`config.mk`:
```
export PLATFORM = sky130hd
export DESIGN_NAME = frac_clkgen
export DESIGN_NICKNAME = d
export VERILOG_FILES = /design/src/rtl/frac_clk_pkg.sv /design/src/rtl/frac_accum.sv /design/src/rtl/fast_shaper.sv /design/src/rtl/slow_divider.sv /design/src/rtl/frac_clkgen.sv
export SDC_FILE = /design/constraint.sdc
export NUM_CORES = 1
export LEC_CHECK = 0
export BUFFER_PORTS_ARGS = -buffer_cell sky130_fd_sc_hd__buf_2
export CAP_MARGIN = 20
export CORE_MARGIN = 2
export CORE_UTILIZATION = 59
export DETAILED_ROUTE_END_ITERATION = 8
export GPL_ROUTABILITY_DRIVEN = 0
export PLACE_DENSITY = 0.79
export SYNTH_ARGS = -nofsm -noshare
export SYNTH_HDL_FRONTEND = slang
export SYNTH_SLANG_ARGS = --single-unit
```
`constraint.sdc`:
```
create_clock -name clk -period 2.9 [get_ports clk]
set_input_delay 0.145 -clock clk [delete_from_list [all_inputs] [get_ports clk]]
set_output_delay 0.145 -clock clk [all_outputs]
set_load 0.005 [all_outputs]
```
`src/rtl/frac_clk_pkg.sv`:
```
package frac_clk_pkg;

    typedef enum logic {
        SLOW_LO = 1'b0,
        SLOW_HI = 1'b1
    } slow_state_e;

endpackage

```
`src/rtl/frac_accum.sv`:
```
module frac_accum #(
    parameter int STEP  = 1152,
    parameter int MODV  = 3125,
    parameter int ACC_W = 12
) (
    input  logic             clk,
    input  logic             rst,
    input  logic             en,
    output logic             wrap,
    output logic [ACC_W-1:0] acc_q,
    output logic [ACC_W-1:0] acc_nxt
);

    localparam logic [ACC_W:0] STEP_V = (ACC_W+1)'(STEP);
    localparam logic [ACC_W:0] MOD_V  = (ACC_W+1)'(MODV);

    logic [ACC_W:0] sum;
    logic           fold;

    always_comb begin
        sum  = {1'b0, acc_q} + STEP_V;
        fold = (sum >= MOD_V);
        if (fold) begin
            acc_nxt = ACC_W'(sum - MOD_V);
        end else begin
            acc_nxt = ACC_W'(sum);
        end
        wrap = en && fold;
    end

    always_ff @(posedge clk) begin
        if (rst) begin
            acc_q <= '0;
        end else if (en) begin
            acc_q <= acc_nxt;
        end
    end

endmodule

```
`src/rtl/fast_shaper.sv`:
```
module fast_shaper #(
    parameter int ACC_W    = 12,
    parameter int HI_LIMIT = 1563
) (
    input  logic             clk,
    input  logic             rst,
    input  logic             en,
    input  logic             wrap,
    input  logic [ACC_W-1:0] acc_nxt,
    output logic             fast_stb,
    output logic             fast_clk
);

    localparam logic [ACC_W-1:0] HI_V = ACC_W'(HI_LIMIT);

    always_ff @(posedge clk) begin
        if (rst) begin
            fast_stb <= 1'b0;
            fast_clk <= 1'b0;
        end else begin
            fast_stb <= wrap;
            if (en) begin
                fast_clk <= (acc_nxt < HI_V);
            end
        end
    end

endmodule

```
`src/rtl/slow_divider.sv`:
```
module slow_divider
    import frac_clk_pkg::*;
#(
    parameter int HALF  = 6,
    parameter int CNT_W = 3
) (
    input  logic clk,
    input  logic rst,
    input  logic tick,
    output logic slow_clk,
    output logic slow_stb
);

    localparam logic [CNT_W-1:0] LAST = CNT_W'(HALF - 1);

    slow_state_e     state_q, state_d;
    logic [CNT_W-1:0] cnt_q, cnt_d;
    logic            rise_d;

    always_comb begin
        state_d = state_q;
        cnt_d   = cnt_q;
        rise_d  = 1'b0;
        if (tick) begin
            if (cnt_q == LAST) begin
                cnt_d = '0;
                unique case (state_q)
                    SLOW_LO: begin
                        state_d = SLOW_HI;
                        rise_d  = 1'b1;
                    end
                    SLOW_HI: state_d = SLOW_LO;
                    default: state_d = SLOW_LO;
                endcase
            end else begin
                cnt_d = cnt_q + 1'b1;
            end
        end
    end

    always_ff @(posedge clk) begin
        if (rst) begin
            state_q <= SLOW_LO;
            cnt_q   <= '0;
        end else begin
            state_q <= state_d;
            cnt_q   <= cnt_d;
        end
    end

    always_ff @(posedge clk) begin
        if (rst) begin
            slow_stb <= 1'b0;
        end else begin
            slow_stb <= rise_d;
        end
    end

    assign slow_clk = (state_q == SLOW_HI);

endmodule

```
`src/rtl/frac_clkgen.sv`:
```
module frac_clkgen #(
    parameter int STEP  = 1152,
    parameter int MODV  = 3125,
    parameter int HALF  = 6
) (
    input  logic clk,
    input  logic rst,
    input  logic en,
    output logic fast_stb,
    output logic fast_clk,
    output logic slow_clk,
    output logic slow_stb
);

    localparam int ACC_W    = $clog2(MODV);
    localparam int HI_LIMIT = (MODV + 1) / 2;
    localparam int CNT_W    = (HALF > 1) ? $clog2(HALF) : 1;

    logic             wrap;
    logic [ACC_W-1:0] acc_val;
    logic [ACC_W-1:0] acc_nxt;

    frac_accum #(
        .STEP (STEP),
        .MODV (MODV),
        .ACC_W(ACC_W)
    ) u_accum (
        .clk    (clk),
        .rst    (rst),
        .en     (en),
        .wrap   (wrap),
        .acc_q  (acc_val),
        .acc_nxt(acc_nxt)
    );

    fast_shaper #(
        .ACC_W   (ACC_W),
        .HI_LIMIT(HI_LIMIT)
    ) u_fast (
        .clk     (clk),
        .rst     (rst),
        .en      (en),
        .wrap    (wrap),
        .acc_nxt (acc_nxt),
        .fast_stb(fast_stb),
        .fast_clk(fast_clk)
    );

    slow_divider #(
        .HALF (HALF),
        .CNT_W(CNT_W)
    ) u_slow (
        .clk     (clk),
        .rst     (rst),
        .tick    (wrap),
        .slow_clk(slow_clk),
        .slow_stb(slow_stb)
    );

endmodule

```
==> metrics.cfg, run 1 <==
[synth]
syn_area_per_cell_um2=8.35
synth-adder-area-share_pct=3.94
yosys.area_share.simple_pct=26.2
synth_top_area_share_pct=30.0
synthTopCellsByArea=dfxtp_1 30%, a21oi_1 5.1%, nand2_1 4.4%
synth-edff-count=0
synth_sequential_area_ratio_pct=30.0
synth_nets=159
async_flop_share_pct=0
synth_flop_cell=dfxtp_1
synthMuxAreaShare_pct=0.789
syn_inst=152
synth_top_family_by_area=simple AND/OR/NAND/NOR gates
syn_area_um2=1270
synth_xor_area_share_pct=6.90
synth_seq_cells=19
synth_cell_types=47
yosysWarnings=0
synth_compound_area_share_pct=25.9
synth_top_cell_by_area=dfxtp_1

[setup_path]
cp-start-kind=register
cp.arrival_ps=2870
cp_data_required_time_ps=3140
endpoint_kind=register
crit_type=register to register
cp_max_fo=11

[global_route]
antenna_found_initial=0
grt_first_pass_wirelength_mm=4.16
grt_pass1_vias=953
grt_max_degree=20
use_met2_pct=34.2
grt_use_total_pct=21.7
met3_usage_pct=4.17
global_route.usage.met1_pct=28.3
grt-busiest-layer=met2
grt_remaining_overflow=0

[routing]
drc=0
drt_wl_total_mm=2.48
via_per_inst=5.98
drt_iter0_markers=27
drt_first_pass_iters=5
antenna_left=0
via_count=1065
wire_per_inst_um=13.9

[sta]
report.final.setup_viol=0
relSlewSlack_pct=64.6
skew_ps=2.23
finalCriticalPeriod_ps=2630
layout_setup_ws_ps=270
max_clock_freq_mhz=380
drv_slew=0
rsz0062_at_grt=no
setup_tns_ps=0
worst_pin_slew_ps=528
hold_viol_final=0
period_share_pct=90.7

[finish]
layout_common_cells=19 x dfxtp_1, 15 x nand2_1, 15 x nor2_1
insertedDiodeCount=0
drive_above_1_share_pct=13.2
fin_area_um2=1290
final_common_cell=dfxtp_1
area_delta_synth_final_pct=1.87
layout.cells.non_filler=178
nNetsFinal=159
final_core_util_pct=64.6

[clocking]
cts_tree=yes
cts_buffer_depth=2
numCtsBuffers=3
cts_hold_buf=0
cts.clk_slew.worst_paths_ps=110
cts_resized=0
post_cts_buffers=0
cts_sinks=19
worstSkewPairLatency_ps=300
cts.htree.levels=1
cts_root_buffer=clkbuf_4

[flow_run]
maxCapViolations=0

[min_path]
hp-class=input port to register

[floorplan]
ios=7
core_um2=2000
start_util_pct=63.4
std_cell_rows=16
die_height_um=50.4
die_area_um2=2540
fp.dieW_um=50.4

[placed_design]
portBuffers=6
placed_cell_area_um2=1260
pre_cts_slack_ps=306
place_inst=174
dpl.hpwl_mm=1.73

[power_and_ir_drop]
clkPwrFrac_pct=22.9
power.leakage_nw=0.470
internal_power_w=0.000397
combinationalPowerShare_pct=24.6
p_sw_w=0.000195
switching_share_pct=33.0
p_seq_share_pct=52.5
peakVddDrop_mv=0.341
power_density_nw_per_um2=458

[run_status]
outcome=finished clean

==> layout make-up <==
| type | count | area (µm²) |
|---|---|---|
| multi-input combinational | 119 | 810 |
| timing repair buffer | 6 | 30.0 |
| clock inverter | 1 | 5.00 |
| tap | 27 | 33.8 |
| clock buffer | 3 | 22.5 |
| fill | 181 | 709 |
| sequential | 19 | 380 |
| inverter | 3 | 11.3 |
==> worst paths after layout <==
check	from	end	slack [ps]	depth (start not counted)
min reg2reg	u_slow.slow_clk$_SDFFE_PP0N_	u_slow.slow_stb$_SDFF_PP0_	490	1
max reg2reg	u_accum.acc_q[7]$_SDFFE_PP0P_	u_accum.acc_q[4]$_SDFFE_PP0P_	270	7
max	u_accum.acc_q[7]$_SDFFE_PP0P_	u_accum.acc_q[4]$_SDFFE_PP0P_	270	7
min	en	u_accum.acc_q[10]$_SDFFE_PP0P_	190	2
==> critical path, cell delays in order, from the launching register on <==
cell and delay (ps):
dfxtp_1 540, ha_1 350, and4b_1 290, a211oi_2 100, a211oi_4 470, nand2_1 260, or3_1 400, a21oi_1 150
==> Yosys cell counts, types with 4 or more instances <==
| master | number |
|---|---|
| dfxtp_1 | 19 |
| a21oi_1 | 13 |
| nand2b_1 | 5 |
| nor2_1 | 15 |
| buf_2 | 6 |
| xor2_1 | 4 |
| ha_1 | 4 |
| xnor2_1 | 6 |
| or3_1 | 5 |
| o21ai_0 | 6 |
| nand2_1 | 15 |
==> power by group through the flow <==
stage	logic (W)	registers, W	clock network [W]
5_1_grt	0.000164	0.000315	0.000154
3_3_place_gp	0.000140	0.000314	0
4_1_cts	0.000146	0.000311	0.000143
3_5_place_dp	0.000145	0.000317	0
2_1_floorplan	0.000144	0.000297	0
6_report	0.000146	0.000311	0.000136
==> state kept, by name (all words and copies together), names as in the netlist <==
name / flops
u_accum.acc_q: 12
u_slow.cnt_q: 3
u_fast.fast_clk: 1
u_fast.fast_stb: 1
u_slow.slow_clk: 1
u_slow.slow_stb: 1
==> routing by layer <==
layer  vias up  wire (µm)
met2        14       1160
met4         0         63
met1       493       1200
met3         9         48
met5         -          0
li1        549          -
==> logic make-up (layout without fill, tap and decap cells) <==
kind of cell	Yosys count	in the layout
AND/OR/NAND/NOR	60	60
AO/OA/AOI/OAI	44	44
flip-flops	19	19
buffers and inverters	14	13
XOR/XNOR	10	10
adder cells (fa/ha/maj)	4	4
multiplexers	1	1
==> stage by stage <==
step                total power (W)  hold WS (ps)
detailed placement         0.000461           468
finish                     0.000592           191
CTS                        0.000600           172
global placement           0.000454           450
floorplan                  0.000441           429
global route               0.000633           187
Note: power is estimated with default switching activity, not from simulation.
==> run 2, diff against run 1 <==
GPL_ROUTABILITY_DRIVEN = unset   (was 0)
PLACE_DENSITY = unset   (was 0.79)
PLACE_DENSITY_LB_ADDON = 0.1   (was unset)
==> run 2 against run 1 <==
  * Non-clock buffer count unchanged
  * Cell area about the same
  * Clock skew increased by 3.3 ps
  * Sequential share of layout area about the same
  * Critical endpoint unchanged
  * Register-to-register slack about the same
  * Global-route usage decreased by 0.88 points
  * Clock power decreased by 4%
  * Die area unchanged
  * Cell count unchanged
==> metrics.cfg, run 2 (synthesized netlist as in run 1, its figures left out) <==
[floorplan]
std_cell_rows=16  ; unchanged
core_um2=2000  ; unchanged
die_area_um2=2540  ; unchanged
start_util_pct=63.4  ; unchanged
die_height_um=50.4  ; unchanged
ios=7  ; unchanged
fp.dieW_um=50.4  ; unchanged

[global_route]
grt_first_pass_wirelength_mm=4.03  ; -3.1%
grt_use_total_pct=20.8  ; -0.88 points
grt_pass1_vias=965  ; +1.3%
antenna_found_initial=0  ; unchanged
grt_max_degree=20  ; unchanged
grt_remaining_overflow=0  ; unchanged

[finish]
final_common_cell=dfxtp_1
nNetsFinal=159  ; unchanged
seq_area_um2=380  ; unchanged
layout_common_cells=19 x dfxtp_1, 15 x nand2_1, 15 x nor2_1
n_fill_cell=178  ; -1.7%
area_delta_synth_final_pct=1.78  ; about the same
top_regs=u_accum.acc_q (12), u_slow.cnt_q (3)
insertedDiodeCount=0  ; unchanged
multiInputGateArea_um2=810  ; unchanged
drive_above_1_share_pct=12.6  ; -0.66 points
largest_register_ffs=12  ; unchanged
top_register=u_accum.acc_q

[clocking]
post_cts_buffers=0  ; unchanged
cts.htree.levels=1  ; unchanged
cts_resized=0  ; unchanged
cts_tree=yes
cts.clk_slew.worst_paths_ps=100  ; about the same
cts_hold_buf=0  ; unchanged
cts_root_buffer=clkbuf_4
cts_buffer_depth=2  ; unchanged
worstSkewPairLatency_ps=290  ; about the same
cts_sinks=19  ; unchanged
numCtsBuffers=3  ; unchanged

[sta]
max_clock_freq_mhz=379  ; -0.25%
period_share_pct=90.9  ; +0.22 points
setup_tns_ps=0  ; unchanged
rsz0062_at_grt=no
hold_viol_final=0  ; unchanged
drv_slew=0  ; unchanged
finalCriticalPeriod_ps=2640  ; +6.52 ps
worst_pin_slew_ps=518  ; -9.55 ps
hold_slack_ps=190  ; -1.76 ps
skew_ps=5.53  ; +3.30 ps
report.final.setup_viol=0  ; unchanged
relSlewSlack_pct=65.2  ; +0.64 points

[min_path]
hp-class=input port to register
hold_depth=2  ; unchanged
hold_path_end=u_accum.acc_q[8]$_SDFFE_PP0P_
hp-start=en

[routing]
via_per_inst=5.97  ; -0.28%
antenna_left=0  ; unchanged
via_count=1062  ; -0.28%
wire_per_inst_um=13.6  ; -2.4%
drt_iter0_markers=22  ; -19%
drc=0  ; unchanged
drt_wl_total_mm=2.42  ; -2.4%
drt_first_pass_iters=6  ; +1

[setup_path]
path_cells=ha_1 > and4b_1 > a211oi_2 > a211oi_4 > nand2_1 > or3_1 > a21oi_1
critPathMaxStageDelay_ps=540  ; about the same
r2r_end=u_accum.acc_q[4]$_SDFFE_PP0P_
cp-start-kind=register
crit_path_top_delay_cell=dfxtp_1
cp_max_fo=11  ; unchanged
cp.arrival_ps=2870  ; about the same
ff2ff_path_depth=7  ; unchanged
reg2reg_from=u_accum.acc_q[7]$_SDFFE_PP0P_
endpoint_kind=register
crit_buf_inv=0  ; unchanged
rrSetupSlack_ps=260  ; about the same
critPathTopFamily=simple AND/OR/NAND/NOR gates
cp_data_required_time_ps=3130  ; about the same
worstSetupStartpoint=u_accum.acc_q[7]$_SDFFE_PP0P_
crit_type=register to register

[power_and_ir_drop]
power.leakage_nw=0.467  ; -0.58%
peakVddDrop_mv=0.345  ; +1.4%
power_density_nw_per_um2=455  ; -0.75%

[placed_design]
globalplace.congestion=0.861
portBuffers=6  ; unchanged
dpl.hpwl_mm=1.69  ; -2.4%

[run_status]
outcome=finished clean

[flow_run]
maxCapViolations=0  ; unchanged

==> run 2: cell types whose count changed in the layout (fill, tap and decap cells not counted), sizes merged <==
| cell | previous run | this run |
|---|---|---|
| clkinv | 1 | 0 |
| clkbuf | 3 | 4 |
==> run 2: per-stage QoR <==
step                      setup WS, ps  util [%]  instances  cell area (µm²)  power, W
final                              264      64.5        178             1290  0.000587
after global routing              61.0      64.5        178             1290  0.000629
after CTS                          315      64.5        178             1290  0.000596
after detailed placement           341      63.2        174             1260  0.000460
after global placement             462      63.2        174             1260  0.000455
after floorplan                    681         -        152             1270  0.000441
==> run 2: per-layer routing <==
metal	share of wire, %	GRT usage [%]
met3	2.6	4.17
met5	0	0
met4	1.4	10.4
met2	49	35.7
met1	47	24.6
==> run 2: power breakdown <==
| part | leakage, nW | internal, W | switching (W) |
|---|---|---|---|
| clock network | 0.0150 | 0.0000535 | 0.0000775 |
| logic | 0.297 | 0.0000669 | 0.0000786 |
| registers | 0.155 | 0.000279 | 0.0000321 |
| total | 0.467 | 0.000399 | 0.000188 |
==> run 2: how the worst max path moves through the flow <==
stage	endpoint	slack, ps	cells past startpoint
floorplan	u_slow.cnt_q[1]$_SDFFE_PP0N_	680	9
global placement	u_accum.acc_q[4]$_SDFFE_PP0P_	460	7
detailed placement	u_accum.acc_q[4]$_SDFFE_PP0P_	340	7
CTS	u_accum.acc_q[4]$_SDFFE_PP0P_	310	7
global route	u_accum.acc_q[4]$_SDFFE_PP0P_	60	7
finish	u_accum.acc_q[4]$_SDFFE_PP0P_	260	7
==> run 2: area by class of cell <==
cell class	instances	share of cell area, %
Clock buffer	4	2.03
Multi-Input combinational cell	119	62.7
Tap cell	27	2.62
Inverter	3	0.872
Sequential cell	19	29.5
Timing Repair Buffer	6	2.33
==> run 3, diff against run 2 <==
CORE_UTILIZATION = 60   (was 59)
SYNTH_HIERARCHICAL = 1   (was unset)
==> run 3 against run 2 <==
  * Fmax is 1.8% lower
  * Cell area is 10% higher
  * Largest power group unchanged
  * Clock skew is 2.0 ps lower
  * Cell count is 6.2% higher
  * Critical endpoint is now u_fast/fast_clk$_SDFFE_PP0P_
  * Die area is 4.7% higher
  * Non-clock buffer count is 2 higher
  * Sequential share of layout area is 2.7 points lower
  * Power is 14% lower
  * Via count is 5.5% higher
==> metrics.cfg, run 3 <==
[finish]
layout_common_cells=23 x nor2_1, 19 x dfxtp_1, 13 x xnor2_1
insertedDiodeCount=0  ; unchanged
final_common_cell=nor2_1
n_fill_cell=186  ; +4.5%
top_regs=u_accum/acc_q (12), u_slow/cnt_q (3)
drive_above_1_share_pct=19.3  ; +6.7 points
fin_area_um2=1420  ; +10%
area_delta_synth_final_pct=4.89
top_register=u_accum/acc_q
largest_register_ffs=12  ; unchanged
final_core_util_pct=65.6  ; +1.1 points
nNetsFinal=169  ; +6.3%

[global_route]
antenna_found_initial=0  ; unchanged
grt_remaining_overflow=0  ; unchanged
grt_max_degree=21  ; +5.0%
grt_first_pass_wirelength_mm=4.51  ; +12%
grt_pass1_vias=1060  ; +9.8%
grt_use_total_pct=22.5  ; +1.7 points

[clocking]
worstSkewPairLatency_ps=300  ; about the same
cts.htree.levels=1  ; unchanged
cts_hold_buf=0  ; unchanged
cts_tree=yes
cts_resized=0  ; unchanged
numCtsBuffers=3  ; unchanged
cts_buffer_depth=2  ; unchanged
cts.clk_slew.worst_paths_ps=110  ; about the same
post_cts_buffers=0  ; unchanged
cts_sinks=19  ; unchanged
cts_root_buffer=clkbuf_4

[setup_path]
worstSetupStartpoint=u_accum/acc_q[7]$_SDFFE_PP0P_
cp_max_fo=10  ; -1
crit_type=register to register
rrSetupSlack_ps=210  ; -50 ps
cp.arrival_ps=2910  ; +40 ps
endpoint_kind=register
cp_data_required_time_ps=3130  ; about the same
cp-start-kind=register
reg2reg_from=u_accum/acc_q[7]$_SDFFE_PP0P_

[floorplan]
std_cell_rows=17  ; +1
start_util_pct=62.5  ; -0.86 points
die_area_um2=2660  ; +4.7%
die_height_um=51.5  ; +2.3%
fp.dieW_um=51.5  ; +2.3%
ios=7  ; unchanged
core_um2=2170  ; +8.4%

[power_and_ir_drop]
internal_power_w=0.000360  ; -9.8%
power_density_nw_per_um2=356  ; -22%
switching_share_pct=29.0  ; -3.0 points
clkPwrFrac_pct=26.5  ; +4.2 points
power.leakage_nw=0.553  ; +18%
combinationalPowerShare_pct=17.8  ; -7.0 points
peakVddDrop_mv=0.299  ; -13%
p_sw_w=0.000147  ; -22%
p_seq_share_pct=55.7  ; +2.8 points

[routing]
drt_first_pass_iters=4  ; -2
wire_per_inst_um=14.2  ; +4.5%
antenna_left=0  ; unchanged
via_per_inst=5.93  ; -0.68%
drt_wl_total_mm=2.69  ; +11%
drc=0  ; unchanged
via_count=1120  ; +5.5%
drt_iter0_markers=52  ; +140%

[flow_run]
maxCapViolations=0  ; unchanged

[min_path]
hp-class=input port to register
hp-start=en

[sta]
relSlewSlack_pct=57.5  ; -7.7 points
hold_viol_final=0  ; unchanged
layout_setup_ws_ps=214  ; -49.6 ps
skew_ps=3.55  ; -1.98 ps
period_share_pct=92.6  ; +1.7 points
finalCriticalPeriod_ps=2690  ; +49.6 ps
rsz0062_at_grt=no
max_clock_freq_mhz=372  ; -1.8%
worst_pin_slew_ps=634  ; +115 ps
drv_slew=0  ; unchanged
report.final.setup_viol=0  ; unchanged
setup_tns_ps=0  ; unchanged

[placed_design]
globalplace.congestion=0.930  ; +8.0%
dpl.hpwl_mm=1.93  ; +14%
pre_cts_slack_ps=258  ; -82.9 ps
portBuffers=6  ; unchanged
placed_cell_area_um2=1400  ; +10%

[synth]
synth.top_cells.by_count=23 x nor2_1, 19 x dfxtp_1, 13 x xnor2_1
synth_cell_types=50  ; +6.4%
synth-edff-count=0  ; unchanged
yosysWarnings=6  ; +6
synth_top_area_share_pct=28.0  ; -1.9 points
syn_area_per_cell_um2=8.69  ; +4.2%
synth_most_common_cell=nor2_1
synthTopCellsByArea=dfxtp_1 28%, xnor2_1 8.4%, nor2_1 6.4%
synth_top_cell_by_area=dfxtp_1
synth_nets=163  ; +2.5%
syn_area_um2=1360  ; +6.9%
async_flop_share_pct=0  ; unchanged
synth_sequential_area_ratio_pct=28.0  ; -1.9 points
synth_seq_cells=19  ; unchanged
syn_inst=156  ; +2.6%
synth_flop_cell=dfxtp_1

[run_status]
outcome=finished clean

-- run 3: cell count changes in the layout (fill, tap and decap cells not counted), moves of 4 or more --
| cell | delta |
|---|---|
| nand2_1 | -7 |
| nor2_1 | +8 |
| nor4_1 | +5 |
| or3_1 | -4 |
| o21ai_0 | -4 |
| a21oi_1 | -7 |
| xnor2_1 | +7 |
| xor2_1 | +4 |
-- run 3: path summary, 6_finish.rpt --
check                                        to  cells past startpoint
setup reg to reg   u_fast/fast_clk$_SDFFE_PP0P_                     10
setup / recovery   u_fast/fast_clk$_SDFFE_PP0P_                     10
hold / removal    u_accum/acc_q[8]$_SDFFE_PP0P_                      2
hold reg to reg      u_slow/slow_stb$_SDFF_PP0_                      1
-- run 3: metrics by stage --
| step | hold slack, ps | total power (W) | cells |
|---|---|---|---|
| 3_3_place_gp | 451 | 0.000374 | 185 |
| 2_1_floorplan | 214 | 0.000356 | 156 |
| 5_1_grt | 215 | 0.000535 | 189 |
| 6_report | 212 | 0.000507 | 189 |
| 4_1_cts | 207 | 0.000513 | 189 |
| 3_5_place_dp | 461 | 0.000377 | 185 |
-- run 3: cell families (layout without fill, tap and decap cells) --
family	Yosys count	after routing	share of synthesized area, %
simple gates	65	65	28.8
compound gates	28	28	16.6
xor+xnor	21	21	13.6
flops	19	19	28.0
buf+inv	14	19	4.98
mux	5	5	4.34
fa+ha+maj	4	4	3.69
-- run 3: area by class of cell --
| type | instances | area (µm²) | share of cell area (%) |
|---|---|---|---|
| tap | 28 | 35.0 | 2.46 |
| sequential | 19 | 380 | 26.7 |
| clock buffer | 3 | 22.5 | 1.58 |
| clock inverter | 1 | 5.00 | 0.352 |
| multi-input combinational | 123 | 908 | 63.9 |
| timing repair buffer | 8 | 45.0 | 3.17 |
| inverter | 7 | 26.3 | 1.85 |
-- run 3: critical path, stage by stage, from the launching register on --
cell and delay [ps]:
dfxtp_1 360, ha_1 360, nand4bb_1 230, o311ai_2 370, nor3_4 130, or2_1 370, nor3_2 220, xnor2_1 100
nor3_2 150, o21ai_1 110, a211oi_2 230
-- run 3: metal layers --
| metal | routed length [µm] | vias to the layer above | GRT usage, % | part of all wire (%) |
|---|---|---|---|---|
| met5 | 0 | - | 0 | 0 |
| met4 | 50 | 0 | 11.0 | 1.9 |
| met3 | 79 | 8 | 3.74 | 2.9 |
| met2 | 1360 | 28 | 40.2 | 50 |
| met1 | 1200 | 521 | 25.8 | 45 |
| li1 | - | 563 | - | - |
-- run 3: power groups by stage --
stage                     clock, W  combinational [W]  sequential [W]
final                     0.000135          0.0000902        0.000282
after global routing      0.000152          0.0000994        0.000284
after CTS                 0.000141          0.0000897        0.000282
after detailed placement         0          0.0000890        0.000288
after global placement           0          0.0000860        0.000288
after floorplan                  0          0.0000731        0.000283
